**config.mk**
```make
export PLATFORM = sky130hd
export DESIGN_NAME = ext_word_packer
export DESIGN_NICKNAME = d
export VERILOG_FILES = /design/src/rtl/ext_word_packer.sv
export SDC_FILE = /design/constraint.sdc
export NUM_CORES = 1
export LEC_CHECK = 0
export CAP_MARGIN = 15
export CORE_ASPECT_RATIO = 1.5
export CORE_UTILIZATION = 25
export DETAILED_ROUTE_END_ITERATION = 6
export DONT_BUFFER_PORTS = 1
export GPL_TIMING_DRIVEN = 0
export PLACE_DENSITY_LB_ADDON = 0.2
export SLEW_MARGIN = 20
export SYNTH_ARGS = -nofsm -noshare
export SYNTH_HDL_FRONTEND = slang
export SYNTH_SLANG_ARGS = --single-unit
```
**constraint.sdc**
```tcl
create_clock -name clk -period 2 [get_ports clk]
set_input_delay 0.5 -clock clk [delete_from_list [all_inputs] [get_ports clk]]
set_output_delay 0.5 -clock clk [all_outputs]
set_load 0.02 [all_outputs]
```
**src/rtl/ext_word_packer.sv**
```systemverilog
module ext_word_packer #(
  parameter int ADDR_W = 24,
  parameter int OUT_AW = 16,
  parameter int CNT_W  = 16,
  parameter int WS_W   = 4
) (
  input  logic              clk,
  input  logic              rst_n,
  input  logic              start,
  input  logic              width16,
  input  logic [ADDR_W-1:0] start_addr,
  input  logic [WS_W-1:0]   wait_states,
  input  logic [CNT_W-1:0]  word_count,
  output logic [ADDR_W-1:0] ext_addr,
  output logic              ext_rd,
  input  logic [15:0]       ext_data,
  output logic              out_valid,
  output logic [23:0]       out_data,
  output logic [OUT_AW-1:0] out_addr,
  output logic              done,
  output logic              busy
);

  logic [WS_W-1:0]   wcnt, ws_q;
  logic              w16_q;
  logic [CNT_W-1:0]  left;
  logic [OUT_AW-1:0] wr_idx;
  logic [15:0]       held;
  logic [1:0]        nheld;

  logic        acc_done, emit;
  logic [23:0] word;
  logic [15:0] held_nx;
  logic [1:0]  nheld_nx;

  assign ext_rd   = busy;
  assign acc_done = busy && (wcnt == '0);

  always_comb begin
    emit     = 1'b0;
    word     = {held, ext_data[15:8]};
    held_nx  = held;
    nheld_nx = nheld;
    if (!w16_q) begin
      word    = {held, ext_data[7:0]};
      held_nx = {held[7:0], ext_data[7:0]};
      if (nheld == 2'd2) begin
        emit     = 1'b1;
        nheld_nx = 2'd0;
      end else begin
        nheld_nx = nheld + 2'd1;
      end
    end else begin
      case (nheld)
        2'd0: begin
          held_nx  = ext_data;
          nheld_nx = 2'd2;
        end
        2'd2: begin
          emit     = 1'b1;
          word     = {held, ext_data[15:8]};
          held_nx  = {8'h00, ext_data[7:0]};
          nheld_nx = 2'd1;
        end
        default: begin
          emit     = 1'b1;
          word     = {held[7:0], ext_data};
          nheld_nx = 2'd0;
        end
      endcase
    end
  end

  always_ff @(posedge clk or negedge rst_n) begin
    if (!rst_n) begin
      busy      <= 1'b0;
      ext_addr  <= '0;
      wcnt      <= '0;
      ws_q      <= '0;
      w16_q     <= 1'b0;
      left      <= '0;
      wr_idx    <= '0;
      held      <= '0;
      nheld     <= '0;
      out_valid <= 1'b0;
      out_data  <= '0;
      out_addr  <= '0;
      done      <= 1'b0;
    end else begin
      out_valid <= 1'b0;
      done      <= 1'b0;
      if (!busy) begin
        if (start) begin
          if (word_count == '0) begin
            done <= 1'b1;
          end else begin
            busy     <= 1'b1;
            ext_addr <= start_addr;
            wcnt     <= wait_states;
            ws_q     <= wait_states;
            w16_q    <= width16;
            left     <= word_count;
            wr_idx   <= '0;
            nheld    <= '0;
          end
        end
      end else if (!acc_done) begin
        wcnt <= wcnt - 1'b1;
      end else begin
        ext_addr <= ext_addr + 1'b1;
        wcnt     <= ws_q;
        held     <= held_nx;
        nheld    <= nheld_nx;
        if (emit) begin
          out_valid <= 1'b1;
          out_data  <= word;
          out_addr  <= wr_idx;
          wr_idx    <= wr_idx + 1'b1;
          left      <= left - 1'b1;
          if (left == 1) begin
            done <= 1'b1;
            busy <= 1'b0;
          end
        end
      end
    end
  end

  a_r7_done_pulse: assert property (@(posedge clk) disable iff (!rst_n)
    done |=> !done);
  a_r4_addr_step: assert property (@(posedge clk) disable iff (!rst_n)
    (busy && $past(busy) && !$stable(ext_addr)) |-> ext_addr == $past(ext_addr) + 1'b1);
  a_r5_addr_hold: assert property (@(posedge clk) disable iff (!rst_n)
    (busy && $past(busy) && $past(wcnt) != '0) |-> $stable(ext_addr));
  a_r8_cfg_hold: assert property (@(posedge clk) disable iff (!rst_n)
    (busy && $past(busy)) |-> ($stable(w16_q) && $stable(ws_q)));
  a_r6_valid_from_run: assert property (@(posedge clk) disable iff (!rst_n)
    out_valid |-> $past(busy));
  a_r7_idle_after_done: assert property (@(posedge clk) disable iff (!rst_n)
    (done && $past(busy)) |-> !busy);

endmodule

```
==> flow_summary.ini <==
[timing]
setup_viol_count_final = 1
max_clock_freq_mhz = 495
report.final.hold_viol_count = 126
max_slew.worst_pin.slew_ns = 0.761
rsz0062_at_grt = true
final.period_utilization_pct = 101
total_count_of_max_transition_violations_in_the_final_report = 0
finalHoldWorstSlack_ns = -0.229
totalNegativeSetupSlack_ns = -0.0204
layout_min_cycle_time_ns = 2.02
smallest_setup_slack_after_layout_ns = -0.0204
slew-limit-headroom_pct = 49.3
fin_worst_skew_ns = 0.0128

[logic_synthesis]
netlist_instances = 695
synth-async-reset-ratio_pct = 100
synth-edff-count = 0
yosys_most_used_dff = dfrtp_1
ys_ff_latch = 126
ys_top_cells_by_count = 129 x nand2_1, 126 x dfrtp_1, 56 x o21ai_0, 53 x nor2_1, 47 x a21oi_1
post-synth-top-area-cell = dfrtp_1
post_synth_instance_area_um2 = 6400
synthesis.nets = 765
ys_types = 56
yosysTopAreaCellShare_pct = 49.2
ys_seq_area_share_pct = 49.2
post-synth-top-count-cell = nand2_1
synth_warnings = 0
synth.top_cells.by_area = dfrtp_1 49%, nand2_1 7.6%, mux2i_1 6.3%, o21ai_0 4.4%, a21oi_1 3.7%
post_synth.cell_area_avg_um2 = 9.21

[global_routing]
grt_remaining_overflow = 0
antenna_found_initial = 0
grt_start_max_net_pins = 127
overall_track_demand_over_capacity_in_global_routing_pct = 17.2
first_global_vias = 5647
wire_length_of_the_first_global_routing_pass_um = 33900

[critical_path]
worst-r2r-cell-count = 7
setup.worst_path.end_class = flop
worst-endpoint-arrival_ns = 2.39
r2r_start = busy
worst-endpoint-required_ns = 2.37
reg2reg_slack_ns = -0.02
timing.critical_path.from_type = flop
worst-setup-path-type = reg2reg
reg2reg_to = ext_addr[19]
crit_path_max_fanout = 10

[floorplan]
die_area_um2 = 26300
floorplan.core_area_um2 = 25100
initial_core_util_pct = 25.5
fp.dieH_um = 198
num_rows = 71
die_w_um = 133
floorplan.io_pins = 132

[flow_run]
drv.max_cap_violation_count = 0

[cells_and_area]
stdcell_area_um2 = 7980
n_antenna_cell = 0
fin_util_pct = 31.7
syn2layout_area_growth_pct = 24.6
area_of_the_multi_input_gates_um2 = 3300
post_layout_net_count = 809
fillCellCount = 2625
drive_above_1_share_pct = 20.3
area.sequential_um2 = 3170

[placement]
placement.io_buffers = 0
dp_hpwl_um = 15000
dpl_worst_slack_ns = -0.865
routabilityCongestion = 0.778
placedInstanceArea_um2 = 6820

[min_path]
hold_class = in2async

[power_and_ir_drop]
power_density_nw_per_um2 = 1480
power.leakage_nw = 3.53
vdd_drop_max_mv = 0.670

[routing]
dr_total_vias = 5478
drt_first_iter_violations = 301
avgViaCountPerCell = 5.07
routedWlPerCell_um = 20.2
drt_wl_total_um = 21800
drt_pass1_iterations = 4
route.antenna.remaining_nets = 0
route.detailed.drc = 0

[outcome]
failed_checks = negative hold slack, negative setup slack
outcome = finished with violations

[cts]
cts_root_buffer = clkbuf_16
numCtsBuffers = 17
clock-sinks = 126
clk_transition_reported_paths_ns = 0.07
ctsHtreeMaxLevel = 4
clk-insertion-delay-late_ns = 0.43
tritoncts = yes
clock_tree.buffer_depth = 2
registers in the layout (all words and copies together) (netlist names), 2 cells and up:
signal	count
wr_idx	16
nheld	2
out_data	24
left	16
out_addr	16
ext_addr	24
held	16
wcnt	4
ws_q	4
how the worst max path moves through the flow:
stage / from / endpoint / slack, ns / cells after the start
3_5_place_dp: word_count[3] / ext_addr[3] / -0.87 / 6
6_report: busy / ext_addr[19] / -0.02 / 7
4_1_cts: wcnt[0] / ext_addr[19] / -0.01 / 9
5_1_grt: wcnt[0] / ext_addr[19] / -0.11 / 8
2_1_floorplan: wcnt[0] / ext_addr[9] / 0.002 / 9
3_3_place_gp: word_count[3] / ext_addr[3] / -0.84 / 6
logic make-up after synthesis:
logic type                 synth area share [%]
DFF                                        49.2
adders and majority gates                  1.17
xor gates and xnor gates                   2.05
buffers and inverters                      3.38
AOI/OAI and AO/OA                          14.5
and+or+nand+nor                            21.8
muxes                                      7.84
timing repair:
action | 4_1_cts | 5_1_grt
gates resized for setup | 60 | 56
setup buffers | 16 | 9
cloned | 1 | 1
endpoints found under the setup margin | 123 | 78
endpoints found under the hold margin | 126 | 126
pin swaps | 5 | 9
per-layer routing:
layer / up-vias / track usage [%] / wire length, µm
met3: 28 / 4.81 / 1320
met4: 0 / 6.09 / 440
met2: 166 / 31.7 / 11600
met1: 2703 / 18.6 / 8420
li1: 2581 / - / -
met5: - / 0 / 0
cells in the final DEF (no fill, tap or decap), types with 5 or more instances in the layout:
| master | netlist | layout |
|---|---|---|
| nand4_1 | 19 | 19 |
| and3_1 | 5 | 5 |
| nand2_1 | 129 | 125 |
| a22oi_1 | 6 | 6 |
| ha_1 | 6 | 5 |
| o22ai_1 | 11 | 11 |
| a21oi_1 | 47 | 46 |
| mux2i_1 | 40 | 40 |
| buf_6 | 0 | 10 |
| buf_2 | 17 | 7 |
| mux2_2 | 9 | 9 |
| nor4_2 | 2 | 6 |
| nor2b_1 | 8 | 8 |
| nor3_1 | 16 | 14 |
| xor2_1 | 11 | 11 |
| o21ai_0 | 56 | 55 |
| clkbuf_2 | 0 | 7 |
| dfrtp_2 | 0 | 14 |
| dfrtp_1 | 126 | 112 |
| nand3_1 | 20 | 18 |
| clkbuf_16 | 0 | 17 |
| buf_4 | 1 | 29 |
| inv_1 | 10 | 7 |
| o32ai_1 | 7 | 7 |
| nor2_1 | 53 | 50 |
| clkbuf_1 | 15 | 10 |
metrics by stage:
step	std cells	total power, mW
final	1080	11.8
after global placement	1023	8.05
after global routing	1080	12.6
after detailed placement	1023	8.12
after floorplan	695	7.11
after CTS	1071	11.7
area by class of cell:
| type | count | share of cell area (%) |
|---|---|---|
| Buffer | 38 | 3.31 |
| Clock buffer | 22 | 5.82 |
| Clock inverter | 10 | 1.41 |
| Inverter | 11 | 0.596 |
| Multi-Input combinational cell | 518 | 41.4 |
| Sequential cell | 126 | 39.7 |
| Tap cell | 328 | 5.14 |
| Timing Repair Buffer | 27 | 2.62 |
power by group:
group	leakage, nW	total (mW)	internal (mW)	switching [mW]
Clock	0.280	3.10	1.90	1.20
Combinational	1.70	3.66	1.64	2.02
Sequential	1.55	5.07	3.46	1.61
worst max-delay path: stages, from the launching register on:
cell	delay, ns
dfrtp_2	0.50
buf_6	0.19
nand2b_2	0.21
a41oi_4	0.26
buf_4	0.19
a31oi_4	0.03
or4_1	0.48
nand3_1	0.09
Note: power is estimated with default switching activity, not from simulation.
